[src/rtl/dlink_regbank.sv]
module dlink_regbank #(
  parameter logic [15:0] VENDOR_ID = 16'h1305,
  parameter logic [15:0] DEVICE_ID = 16'h6724,
  parameter logic [7:0]  REVISION  = 8'h00,
  parameter logic [7:0]  FREQ_LO   = 8'h19,
  parameter logic [7:0]  FREQ_HI   = 8'h55
) (
  input  logic       clk,
  input  logic       rst_n,
  input  logic [7:0] reg_addr,
  input  logic       reg_wr,
  input  logic [7:0] reg_wdata,
  input  logic       reg_rd,
  output logic [7:0] reg_rdata,
  input  logic       rx_sense_i,
  input  logic       hot_plug_i,
  input  logic       low_swing_i,
  input  logic       hsync_i,
  input  logic       vsync_i,
  output logic       hsync_o,
  output logic       vsync_o,
  output logic       drv_en_o,
  output logic       edge_sel_o,
  output logic       dual_bus_o,
  output logic       se_clk_o,
  output logic       status_pin_o
);

  localparam logic [7:0] A_CTRL = 8'h08;
  localparam logic [7:0] A_STAT = 8'h09;

  logic       drv_en, edge_sel, dual_bus, se_clk, hsync_en, vsync_en;
  logic       mdi_n, src_sel;
  logic [2:0] pin_sel;
  logic [2:0] sync1, sync2;
  logic       rs_q, hp_q;
  logic       rs_s, hp_s, ls_s;
  logic       det_change;
  logic       wr_ctrl, wr_stat;
  logic [7:0] rd_mux;
  logic       unused_wbits;

  assign unused_wbits = ^{reg_wdata[7:6], reg_wdata[2:1]};

  always_ff @(posedge clk or negedge rst_n) begin
    if (!rst_n) begin
      sync1 <= '0;
      sync2 <= '0;
      rs_q  <= 1'b0;
      hp_q  <= 1'b0;
    end else begin
      sync1 <= {low_swing_i, hot_plug_i, rx_sense_i};
      sync2 <= sync1;
      rs_q  <= sync2[0];
      hp_q  <= sync2[1];
    end
  end

  assign rs_s = sync2[0];
  assign hp_s = sync2[1];
  assign ls_s = sync2[2];

  assign det_change = src_sel ? (hp_s ^ hp_q) : (rs_s ^ rs_q);

  assign wr_ctrl = reg_wr && (reg_addr == A_CTRL);
  assign wr_stat = reg_wr && (reg_addr == A_STAT);

  always_ff @(posedge clk or negedge rst_n) begin
    if (!rst_n) begin
      drv_en   <= 1'b1;
      edge_sel <= 1'b1;
      dual_bus <= 1'b0;
      se_clk   <= 1'b1;
      hsync_en <= 1'b1;
      vsync_en <= 1'b1;
    end else if (wr_ctrl) begin
      drv_en   <= reg_wdata[0];
      edge_sel <= reg_wdata[1];
      dual_bus <= reg_wdata[2];
      se_clk   <= reg_wdata[3];
      hsync_en <= reg_wdata[4];
      vsync_en <= reg_wdata[5];
    end
  end

  always_ff @(posedge clk or negedge rst_n) begin
    if (!rst_n) begin
      src_sel <= 1'b0;
      pin_sel <= 3'b001;
    end else if (wr_stat) begin
      src_sel <= reg_wdata[3];
      pin_sel <= reg_wdata[6:4];
    end
  end

  always_ff @(posedge clk or negedge rst_n) begin
    if (!rst_n)
      mdi_n <= 1'b1;
    else if (det_change)
      mdi_n <= 1'b0;
    else if (wr_stat && reg_wdata[0])
      mdi_n <= 1'b1;
  end

  always_comb begin
    case (reg_addr)
      8'h00:   rd_mux = VENDOR_ID[7:0];
      8'h01:   rd_mux = VENDOR_ID[15:8];
      8'h02:   rd_mux = DEVICE_ID[7:0];
      8'h03:   rd_mux = DEVICE_ID[15:8];
      8'h04:   rd_mux = REVISION;
      8'h06:   rd_mux = FREQ_LO;
      8'h07:   rd_mux = FREQ_HI;
      A_CTRL:  rd_mux = {2'b00, vsync_en, hsync_en, se_clk, dual_bus, edge_sel, drv_en};
      A_STAT:  rd_mux = {ls_s, pin_sel, src_sel, rs_s, hp_s, mdi_n};
      default: rd_mux = 8'h00;
    endcase
  end

  always_ff @(posedge clk or negedge rst_n) begin
    if (!rst_n)
      reg_rdata <= 8'h00;
    else if (reg_rd)
      reg_rdata <= rd_mux;
  end

  always_comb begin
    case (pin_sel)
      3'b001:  status_pin_o = mdi_n;
      3'b010:  status_pin_o = rs_s;
      3'b011:  status_pin_o = hp_s;
      default: status_pin_o = 1'b1;
    endcase
  end

  assign hsync_o    = hsync_i & hsync_en;
  assign vsync_o    = vsync_i & vsync_en;
  assign drv_en_o   = drv_en;
  assign edge_sel_o = edge_sel;
  assign dual_bus_o = dual_bus;
  assign se_clk_o   = se_clk;

endmodule


[config.mk]
export PLATFORM = sky130hd
export DESIGN_NAME = dlink_regbank
export DESIGN_NICKNAME = d
export VERILOG_FILES = /design/src/rtl/dlink_regbank.sv
export SDC_FILE = /design/constraint.sdc
export NUM_CORES = 1
export LEC_CHECK = 0
export CAP_MARGIN = 20
export CORE_ASPECT_RATIO = 0.7
export CORE_UTILIZATION = 30
export CTS_CLUSTER_DIAMETER = 150
export CTS_CLUSTER_SIZE = 25
export DETAILED_ROUTE_END_ITERATION = 8
export DONT_BUFFER_PORTS = 1
export HOLD_SLACK_MARGIN = 0.08
export SYNTH_ARGS = -nofsm -noshare
export SYNTH_HDL_FRONTEND = slang
export SYNTH_SLANG_ARGS = --single-unit
export TNS_END_PERCENT = 10
[constraint.sdc]
create_clock -name clk -period 1.7 [get_ports clk]
set_input_delay 0 -clock clk [delete_from_list [all_inputs] [get_ports clk]]
set_output_delay 0 -clock clk [all_outputs]
set_load 0.1 [all_outputs]
Yosys cells after proc, flatten, opt, wreduce, memory -nomap -nowiden
Cells that the tools add are included.
{ "totals": {"regBits": 27, "output_inout_bits": 15} }
{ "classes": {"n_eq_ne": 10, "muxes": 5, "n_bitwise": 4, "n_reduce_logical": 5} }
{ "op_table": {"columns": ["cell", "count"], "rows": [
  ["$pmux W8 S8", 1],
  ["$eq A8 B2 Y1 const B", 2],
  ["$eq A8 B3 Y1 const B", 2],
  ["$eq A8 B4 Y1 const B", 2],
  ["$eq A8 B1 Y1 const B", 1],
  ["$logic_not A8 Y1", 1],
  ["$eq A3 B2 Y1 const B", 2],
  ["$eq A3 B1 Y1 const B", 1],
  ["$logic_and A1 B1 Y1", 3],
  ["$mux W1", 3],
  ["$pmux W1 S3", 1],
  ["$and A1 B1 Y1", 2],
  ["$reduce_bool A2 Y1", 1],
  ["$xor A1 B1 Y1", 2]
]} }

Longest topological paths before layout
Gate-level depths: netlist of run 1.
{ "depth": {"depth_word": 5, "mapped_depth": 5, "ltp_nobuf": 3} }

Worst setup path after synthesis of run 1
No wires, ideal clock.
{ "synth_path": {"path_type": "reg-to-reg", "startpoint": "register dual_bus, in the netlist dual_bus_o", "endpoint": "register reg_rdata[2]", "arrival_ps": 1343, "slack_ps": 275, "stages_incl_launch_ff": 4, "n_path_buf": 0, "path_cell_list": "dfrtp_1 -> nor2b_1 -> o211ai_1 -> a31oi_1"} }
{ "synth_via": {"elab_chain_cells": 1} }
{ "synth_lines": {"columns": ["element", "line", "rtl"], "rows": [
  ["from (decl)", "32", "logic drv_en, edge_sel, dual_bus, se_clk, hsync_en, vsync_en;"],
  ["from (signal assigned)", "79", "dual_bus <= reg_wdata[2];"],
  ["$pmux W8 S8", "106", "case (reg_addr)"],
  ["to (signal assigned)", "124", "reg_rdata <= rd_mux;"],
  ["to (decl)", "14", "output logic [7:0] reg_rdata,"]
]} }
No other way between the ends.
A chain may end at the register's enable or synchronous reset.

Final worst setup path of run 1
{ "layout_path": {"startpoint": "register pin_sel[0]", "endpoint": "output port status_pin_o"} }
{ "layout_via": {"elab_chain_cells": 2} }
{ "layout_lines": {"columns": ["element", "line", "rtl"], "rows": [
  ["from (decl)", "34", "logic [2:0] pin_sel;"],
  ["from (signal assigned)", "92", "pin_sel <= reg_wdata[6:4];"],
  ["$eq A3 B2 Y1 / $eq A3 B1 Y1 (equally long branches)", "128", "case (pin_sel)"],
  ["$pmux W1 S3 *", "128", null],
  ["to (decl)", "26", "output logic status_pin_o"]
]} }
Every way passes the cells marked *; elsewhere a longest branch is shown, timed or not.

==> out/qor.yml, run 1 <==
clk_pin_slew_ns: 0.10
hold_class: "primary input to register"
start_util_pct: 31.8
slew_viol_final: 0
finalSetupTns_ns: 0
grt_pass1_wl_mm: 5.04
via_per_inst: 4.97
holdPathEnd: "reg_rdata[0]"
grt_max_degree: 28
fin_worst_skew_ns: 0.00233
cts_buffers: 3
slowest_stage: "dfstp_2"
r2r-start: "pin_sel[0]"
cts_tree: "built"
finalWeightedCongestion: 0.905
io_buffer_count: 0
netlist_top_cells_area: "dfrtp_1 (40%), dfstp_2 (15%), mux2_2 (8.0%), mux2_4 (4.8%), inv_1 (3.0%)"
cp.required_ns: 1.70
drive_gt1_share_pct: 32.4
crit_buf_inv: 0
tightest_slew_ns: 0.523
fin_crit_sh_pct: 96.9
vias: 993
synth_cells: 107
peakVddDrop_mv: 0.501
post-route-util_pct: 44.6
cp_max_fo: 4
relSlewSlack_pct: 65.3
post_cts_buffers: 0
powerDensity_mw_per_mm2: 737
dr.pass1.iters: 4
fin_nets: 174
drt-total-wl_mm: 3.08
drv_cap: 0
core_area_mm2: 0.00397
num_antenna_cells: 0
die_area_mm2: 0.00447
max_stage_delay_ns: 0.58
whs_path_depth: 3
cp_top_family: "flip-flops"
rsz0062_at_grt: "false"
drtIter0Drc: 67
place_area_mm2: 0.00143
syn_area_mm2: 0.00126
leakagePower_nw: 0.768
drtAntennaViolNets: 0
yosys-top-cells-count: "dfrtp_1 (20), inv_1 (10), mux2_2 (9), dfstp_2 (7)"
syn-num-nets: 132
r2r_end: "reg_rdata[4]"
clock_latency_ns: 0.28
period_needed_ns: 1.65
synth_seq_cells: 27
htree_num_levels: 1
crit_type: "register to primary output"
async_reset_ff_share_pct: 100
synthDistinctLibCells: 32
post-dp-hpwl_mm: 2.15
synth_edf_count: 0
grt_overflow: 0
synth.most_common_cell: "dfrtp_1"
crit_chain: "mux2i_1 -> a21oi_1 -> or2_2"
synth_top_area_share_pct: 39.7
synth_top_area_cell: "dfrtp_1"
root_buffer: "clkbuf_8"
yosysWarnings: 0
dieHeight_um: 56.2
die_w_um: 79.5
max_freq_ghz: 0.607
arrival_ns: 1.65
fp-row-count: 19
yosysSeqAreaShare_pct: 54.3
syn_area_per_cell_um2: 11.8
antenna_found_initial: 0
track_usage_pct: 15.1
wl_per_cell_um: 15.4
fin_area_mm2: 0.00177
final-hold-violation-count: 0
cp-start-kind: "register"
grt_pass1_vias: 991
ys.flop_type: "dfrtp_1"
pin_count: 40
r2r_cells: 4
clkSinkCount: 27
holdCritStartpoint: "reg_addr[0]"
instances_no_fill: 200
r2r_slack_ns: 0.11
setup_viol: 0
critPathCaptureType: "primary output"
status: "complete, no violations"
place_inst: 171
cts_buffer_depth: 2
drc_errors: 0
syn_to_final_growth_pct: 40.3
power.total_mw: 1.30
[worst min-delay path, stage by stage]
cell and delay [ns]:
mux2_2 0.14, o211ai_1 0.08, o22ai_1 0.12
[sequential cells by signal, indices dropped and copies added (netlist names), 3 cells and up]
signal / flops
sync1: 3
sync2: 3
pin_sel: 3
reg_rdata: 8
[routing by layer]
layer | vias up | GRT usage (%) | wire length, µm
met5 | - | 0 | 0
met3 | 5 | 5.41 | 248
met2 | 37 | 23.7 | 1440
met4 | 0 | 3.38 | 29
met1 | 482 | 19.9 | 1360
li1 | 469 | - | -
[cell usage in the layout (no fill, tap or decap), types with 2 or more instances in the layout]
cell type,instances
dlygate4sd3_1,22
dfrtp_1,20
buf_4,16
inv_1,10
mux2_2,9
dfstp_2,7
a21oi_1,6
o22ai_1,6
nor2b_1,5
mux2_4,4
nand3_1,3
clkbuf_8,3
mux2i_1,2
and2_1,2
xnor2_1,2
nor2_1,2
nand2_1,2
a21o_1,2
nand3b_1,2
a32oi_1,2
o211ai_1,2
a31oi_1,2
dlymetal6s4s_1,2
[cell families after synthesis]
logic type	Yosys count	synth area share [%]
buffers and inverters	14	4.27
and+or+nand+nor	26	13.5
DFF	27	54.3
AOI/OAI and AO/OA	22	11.4
muxes	16	15.2
xor gates and xnor gates	2	1.39
[report_power, final]
group          internal [mW]  leakage (nW)  switching (mW)  total [mW]
clock network          0.173        0.0261           0.226       0.399
registers              0.670         0.332          0.0159       0.685
logic                 0.0904         0.409           0.129       0.219
[repair_timing]
| action | 4_1_cts | 5_1_grt |
|---|---|---|
| hold buffers | 25 | 0 |
| endpoints found under the hold margin | 49 | 0 |
| gates resized for setup | 0 | 6 |
| setup endpoints to repair | 0 | 4 |
[how the worst max path moves through the flow]
stage                    to  depth (start not counted)  slack, ns   startpoint
3_5_place_dp        src_sel                          3       0.20  reg_addr[5]
5_1_grt        reg_rdata[6]                          6       0.01  reg_addr[7]
6_report       status_pin_o                          3       0.05   pin_sel[0]
2_1_floorplan  reg_rdata[2]                          3       0.27   dual_bus_o
3_3_place_gp        src_sel                          3       0.25  reg_addr[5]
4_1_cts        reg_rdata[7]                          5       0.02  reg_addr[1]
[per-stage QoR]
stage | setup slack (ns) | hold slack (ns)
after floorplan | 0.275 | -0.296
after global placement | 0.248 | -0.295
after detailed placement | 0.203 | -0.295
after CTS | 0.0219 | 0.0970
after global routing | 0.0132 | 0.101
final | 0.0532 | 0.0939
[final cells by class]
class                   count  area (µm²)
clock buffers               3        41.3
clock inverters             1        8.76
fillers                   375        2200
inverters                  10        37.5
multi-input cells          66         547
flip-flops and latches     27         684
well taps                  52        65.1
repair buffers             41         385
No activity file was read; power rests on OpenSTA's default activity.
==> inputs of run 2 (changes only) <==
CTS_BUF_LIST = sky130_fd_sc_hd__clkbuf_4   (was unset)
==> out/qor.yml, run 2 (synthesis gave the netlist of run 1 again) <==
status: "complete, no violations"
holdCritStartpoint: "reg_addr[7]"
finalSetupTns_ns: 0
dieHeight_um: 56.2
cp-start-kind: "primary input"
powerDensity_mw_per_mm2: 702
drtIter0Drc: 107
root_buffer: "clkbuf_4"
r2r-start: "pin_sel[0]"
seqCellArea_um2: 684
hold_slack_ns: 0.106
clock_latency_ns: 0.34
power.total_mw: 1.22
crit_type: "primary input to register"
antenna_found_initial: 0
intPower_mw: 0.857
wl_per_cell_um: 16.0
fin_nets: 174
crit_buf_inv: 2
max_freq_ghz: 0.601
finalWeightedCongestion: 0.905
post-dp-hpwl_mm: 2.15
drive_gt1_share_pct: 31.1
syn_to_final_growth_pct: 38.1
cts_tree: "built"
layout_common_cells: "dlygate4sd3_1 (22), dfrtp_1 (20), buf_4 (16), inv_1 (10), mux2_2 (9)"
setup_viol: 0
startpoint: "reg_addr[3]"
core_area_mm2: 0.00397
grt_max_degree: 18
drv_cap: 0
pin_count: 40
critPathCaptureType: "register"
cp_top_family: "buffers and inverters"
post_cts_buffers: 0
htree_num_levels: 1
clk_pin_slew_ns: 0.16
grt_pass1_wl_mm: 5.10
drtAntennaViolNets: 0
start_util_pct: 31.8
drt-total-wl_mm: 3.20
tightest_slew_ns: 0.691
num_antenna_cells: 0
die_w_um: 79.5
fill_cells: 377
max_stage_delay_ns: 0.67
slew_viol_final: 0
r2r_cells: 4
combPwrFrac_pct: 18.3
clkSinkCount: 27
relSlewSlack_pct: 53.7
fin_worst_skew_ns: 0.00150
crit_chain: "dlygate4sd3_1 -> nor3b_1 -> nand2_1 -> o22ai_1 -> dlygate4sd3_1"
cp_max_fo: 5
slowest_stage: "dlygate4sd3_1"
vias: 994
cts_buffers: 3
dr.pass1.iters: 5
switching_power_mw: 0.366
fp-row-count: 19
p_clk_share_pct: 25.6
grt_overflow: 0
track_usage_pct: 15.3
rsz0062_at_grt: "false"
layout_commonest_cell: "dlygate4sd3_1"
drc_errors: 0
io_buffer_count: 0
leakagePower_nw: 0.756
fin_crit_sh_pct: 97.8
largest_register_ffs: 8
whs_path_depth: 4
final-hold-violation-count: 0
switching_share_pct: 29.9
hold_class: "primary input to register"
cpMostUsedCell: "dlygate4sd3_1"
period_needed_ns: 1.66
cp_num_cells: 5
peakVddDrop_mv: 0.437
arrival_ns: 1.96
via_per_inst: 4.97
grt_pass1_vias: 1019
cp.required_ns: 1.99
p_seq_share_pct: 56.1
top_register: "reg_rdata"
die_area_mm2: 0.00447
cts_buffer_depth: 2
multiInputGateArea_um2: 538
run 2: cell counts in the layout (fill, tap and decap cells not counted):
Identical to the previous run, type by type.
run 2: cell type report:
| class | instances | share of cell area [%] |
|---|---|---|
| Sequential cell | 27 | 39.3 |
| Multi-Input combinational cell | 66 | 30.9 |
| Timing Repair Buffer | 41 | 22.1 |
| Tap cell | 52 | 3.74 |
| Inverter | 10 | 2.16 |
| Clock buffer | 3 | 1.29 |
| Clock inverter | 1 | 0.503 |
run 2: tightest hold or removal path, delay by kind of cell:
kind | cells | cell delay, ns
compound gates | 2 | 0.26
buf+inv | 1 | 0.14
simple gates | 1 | 0.03
run 2: per-stage QoR:
stage / worst slack (ns) / utilization [%] / std cells / cell area [µm²]
floorplan: 0.275 / - / 107 / 1260
global placement: 0.248 / 36.0 / 171 / 1430
detailed placement: 0.203 / 36.0 / 171 / 1430
CTS: 0.00112 / 43.4 / 200 / 1720
global route: 0.000490 / 43.9 / 200 / 1740
finish: 0.0370 / 43.9 / 200 / 1740
run 2: routing by layer:
metal  share of wire (%)  vias up  track usage (%)
met3                 9.5        2             5.90
li1                    -      469                -
met4                0.25        0             2.08
met2                  47       46             23.7
met1                  44      477             20.6
met5                   0        -                0
run 2: final timing paths:
check	endpoint	slack (ns)
min in group asynchronous	edge_sel_o	0.22
hold reg to reg	sync2[0]	0.37
setup reg to reg	reg_rdata[4]	0.13
max in group asynchronous	src_sel	0.38
hold / removal	reg_rdata[1]	0.11
setup / recovery	reg_rdata[7]	0.04
run 2: power groups by stage:
stage	Sequential (mW)	Combinational, mW	Clock [mW]
floorplan	0.734	0.0870	0
global placement	0.696	0.139	0
detailed placement	0.698	0.142	0
CTS	0.686	0.218	0.322
global route	0.689	0.238	0.352
finish	0.686	0.223	0.313
run 2: timing repair:
item / in CTS / in global routing
hold buffers: 25 / 0
gates resized for setup: 1 / 4
endpoints found under the setup margin: 1 / 8
endpoints found under the hold margin: 49 / 0
==> inputs of run 3 (changes only) <==
CTS_BUF_LIST = unset   (was sky130_fd_sc_hd__clkbuf_4)
PLACE_DENSITY = 0.43   (was unset)
==> out/qor.yml, run 3 (synthesis gave the netlist of run 1 again) <==
layout_commonest_cell: "dlygate4sd3_1"
fin_worst_skew_ns: 0.00263
status: "complete, no violations"
root_buffer: "clkbuf_8"
clk_pin_slew_ns: 0.09
setup_viol: 0
cp-start-kind: "primary input"
grt_max_degree: 28
intPower_mw: 0.923
hold_class: "primary input to register"
fp-row-count: 19
p_clk_share_pct: 28.7
post_cts_buffers: 0
track_usage_pct: 14.5
cp.required_ns: 1.87
arrival_ns: 1.78
vias: 975
drive_gt1_share_pct: 32.2
drtAntennaViolNets: 0
post-route-util_pct: 43.7
dr.pass1.iters: 4
antenna_found_initial: 0
setup_ws_ns: 0.0835
switching_share_pct: 27.0
switching_power_mw: 0.342
io_buffer_count: 0
layout_common_cells: "dlygate4sd3_1 (22), dfrtp_1 (20), buf_4 (16), inv_1 (10), mux2_2 (9)"
dieHeight_um: 56.2
die_w_um: 79.5
fin_crit_sh_pct: 95.1
p_seq_share_pct: 54.2
slowest_stage: "dlygate4sd3_1"
fin_nets: 172
via_per_inst: 4.92
htree_num_levels: 1
grt_overflow: 0
peakVddDrop_mv: 0.346
finalWeightedCongestion: 0.783
clock_latency_ns: 0.27
final-hold-violation-count: 0
core_area_mm2: 0.00397
clkSinkCount: 27
top_register: "reg_rdata"
largest_register_ffs: 8
crit_type: "primary input to register"
cts_tree: "built"
period_needed_ns: 1.62
cts_buffer_depth: 2
grt_pass1_wl_mm: 4.90
cp_top_family: "buffers and inverters"
leakagePower_nw: 0.740
num_antenna_cells: 0
rsz0062_at_grt: "false"
crit_chain: "dlygate4sd3_1 -> inv_1 -> or3_1 -> mux2_4"
grt_pass1_vias: 1018
post-dp-hpwl_mm: 2.07
drv_cap: 0
tightest_slew_ns: 0.439
drtIter0Drc: 41
die_area_mm2: 0.00447
pin_count: 40
drt-total-wl_mm: 2.97
max_stage_delay_ns: 0.74
relSlewSlack_pct: 70.6
cts_buffers: 3
wl_per_cell_um: 15.0
finalSetupTns_ns: 0
slew_viol_final: 0
max_freq_ghz: 0.619
syn_to_final_growth_pct: 37.7
start_util_pct: 31.8
drc_errors: 0
combPwrFrac_pct: 17.2
dp_slack_ns: 0.221
fill_cells: 380
powerDensity_mw_per_mm2: 728
critPathCaptureType: "register"
hold_slack_ns: 0.0943
cp_max_fo: 9
crit_buf_inv: 2
[run 3: changes by cell type in the layout (fill, tap and decap cells not counted)]
cell / change
clkbuf_4: -3
clkbuf_8: +3
clkinv_2: +1
dlymetal6s4s_1: -2
inv_6: -1
nor3b_1: -1
nor3b_2: +1
[run 3: per-layer routing]
metal | share of wire (%) | vias to the layer above | track usage (%)
met5 | 0 | - | 0
met4 | 0.34 | 0 | 2.34
met3 | 8.2 | 2 | 5.08
met2 | 44 | 36 | 20.8
met1 | 47 | 475 | 21.2
li1 | - | 462 | -
[run 3: area by class of cell]
| class | count | area, µm² | share of cell area (%) |
|---|---|---|---|
| clock buffers | 3 | 41.3 | 2.38 |
| clock inverters | 1 | 5.00 | 0.288 |
| repair buffers | 39 | 360 | 20.7 |
| well taps | 52 | 65.1 | 3.75 |
| multi-input cells | 66 | 543 | 31.3 |
| inverters | 10 | 37.5 | 2.16 |
| flip-flops and latches | 27 | 684 | 39.4 |
[run 3: tightest hold or removal path: stages]
cell     delay, ns
nor3b_2       0.16
nand3_1       0.08
a31oi_1       0.08
[run 3: power groups by stage]
stage / combinational [mW] / clock [mW] / sequential (mW)
after floorplan: 0.0870 / 0 / 0.734
after global placement: 0.141 / 0 / 0.697
after detailed placement: 0.141 / 0 / 0.697
after CTS: 0.209 / 0.376 / 0.685
after global routing: 0.232 / 0.398 / 0.689
final: 0.217 / 0.362 / 0.685
[run 3: worst paths after layout]
check                            start            to  slack, ns  cells past startpoint
max                        reg_addr[0]       src_sel       0.08                      4
min                        reg_addr[3]  reg_rdata[2]       0.09                      3
max reg2reg                 pin_sel[0]  reg_rdata[4]       0.17                      4
min reg2reg                   sync1[1]      sync2[1]       0.35                      0
max in group asynchronous        rst_n      se_clk_o       1.31                      2
min in group asynchronous        rst_n  reg_rdata[5]       0.15                      2
[run 3: what timing repair did]
item                       4_1_cts  5_1_grt
hold endpoints to repair        49        3
gates resized for setup          0        4
hold buffers                    22        1
setup endpoints to repair        0        2
[run 3: per-stage QoR]
stage | area, µm² | cells | power [mW]
final | 1740 | 198 | 1.26
after global routing | 1740 | 198 | 1.32
after CTS | 1710 | 197 | 1.27
after detailed placement | 1430 | 171 | 0.839
after global placement | 1430 | 171 | 0.837
after floorplan | 1260 | 107 | 0.821
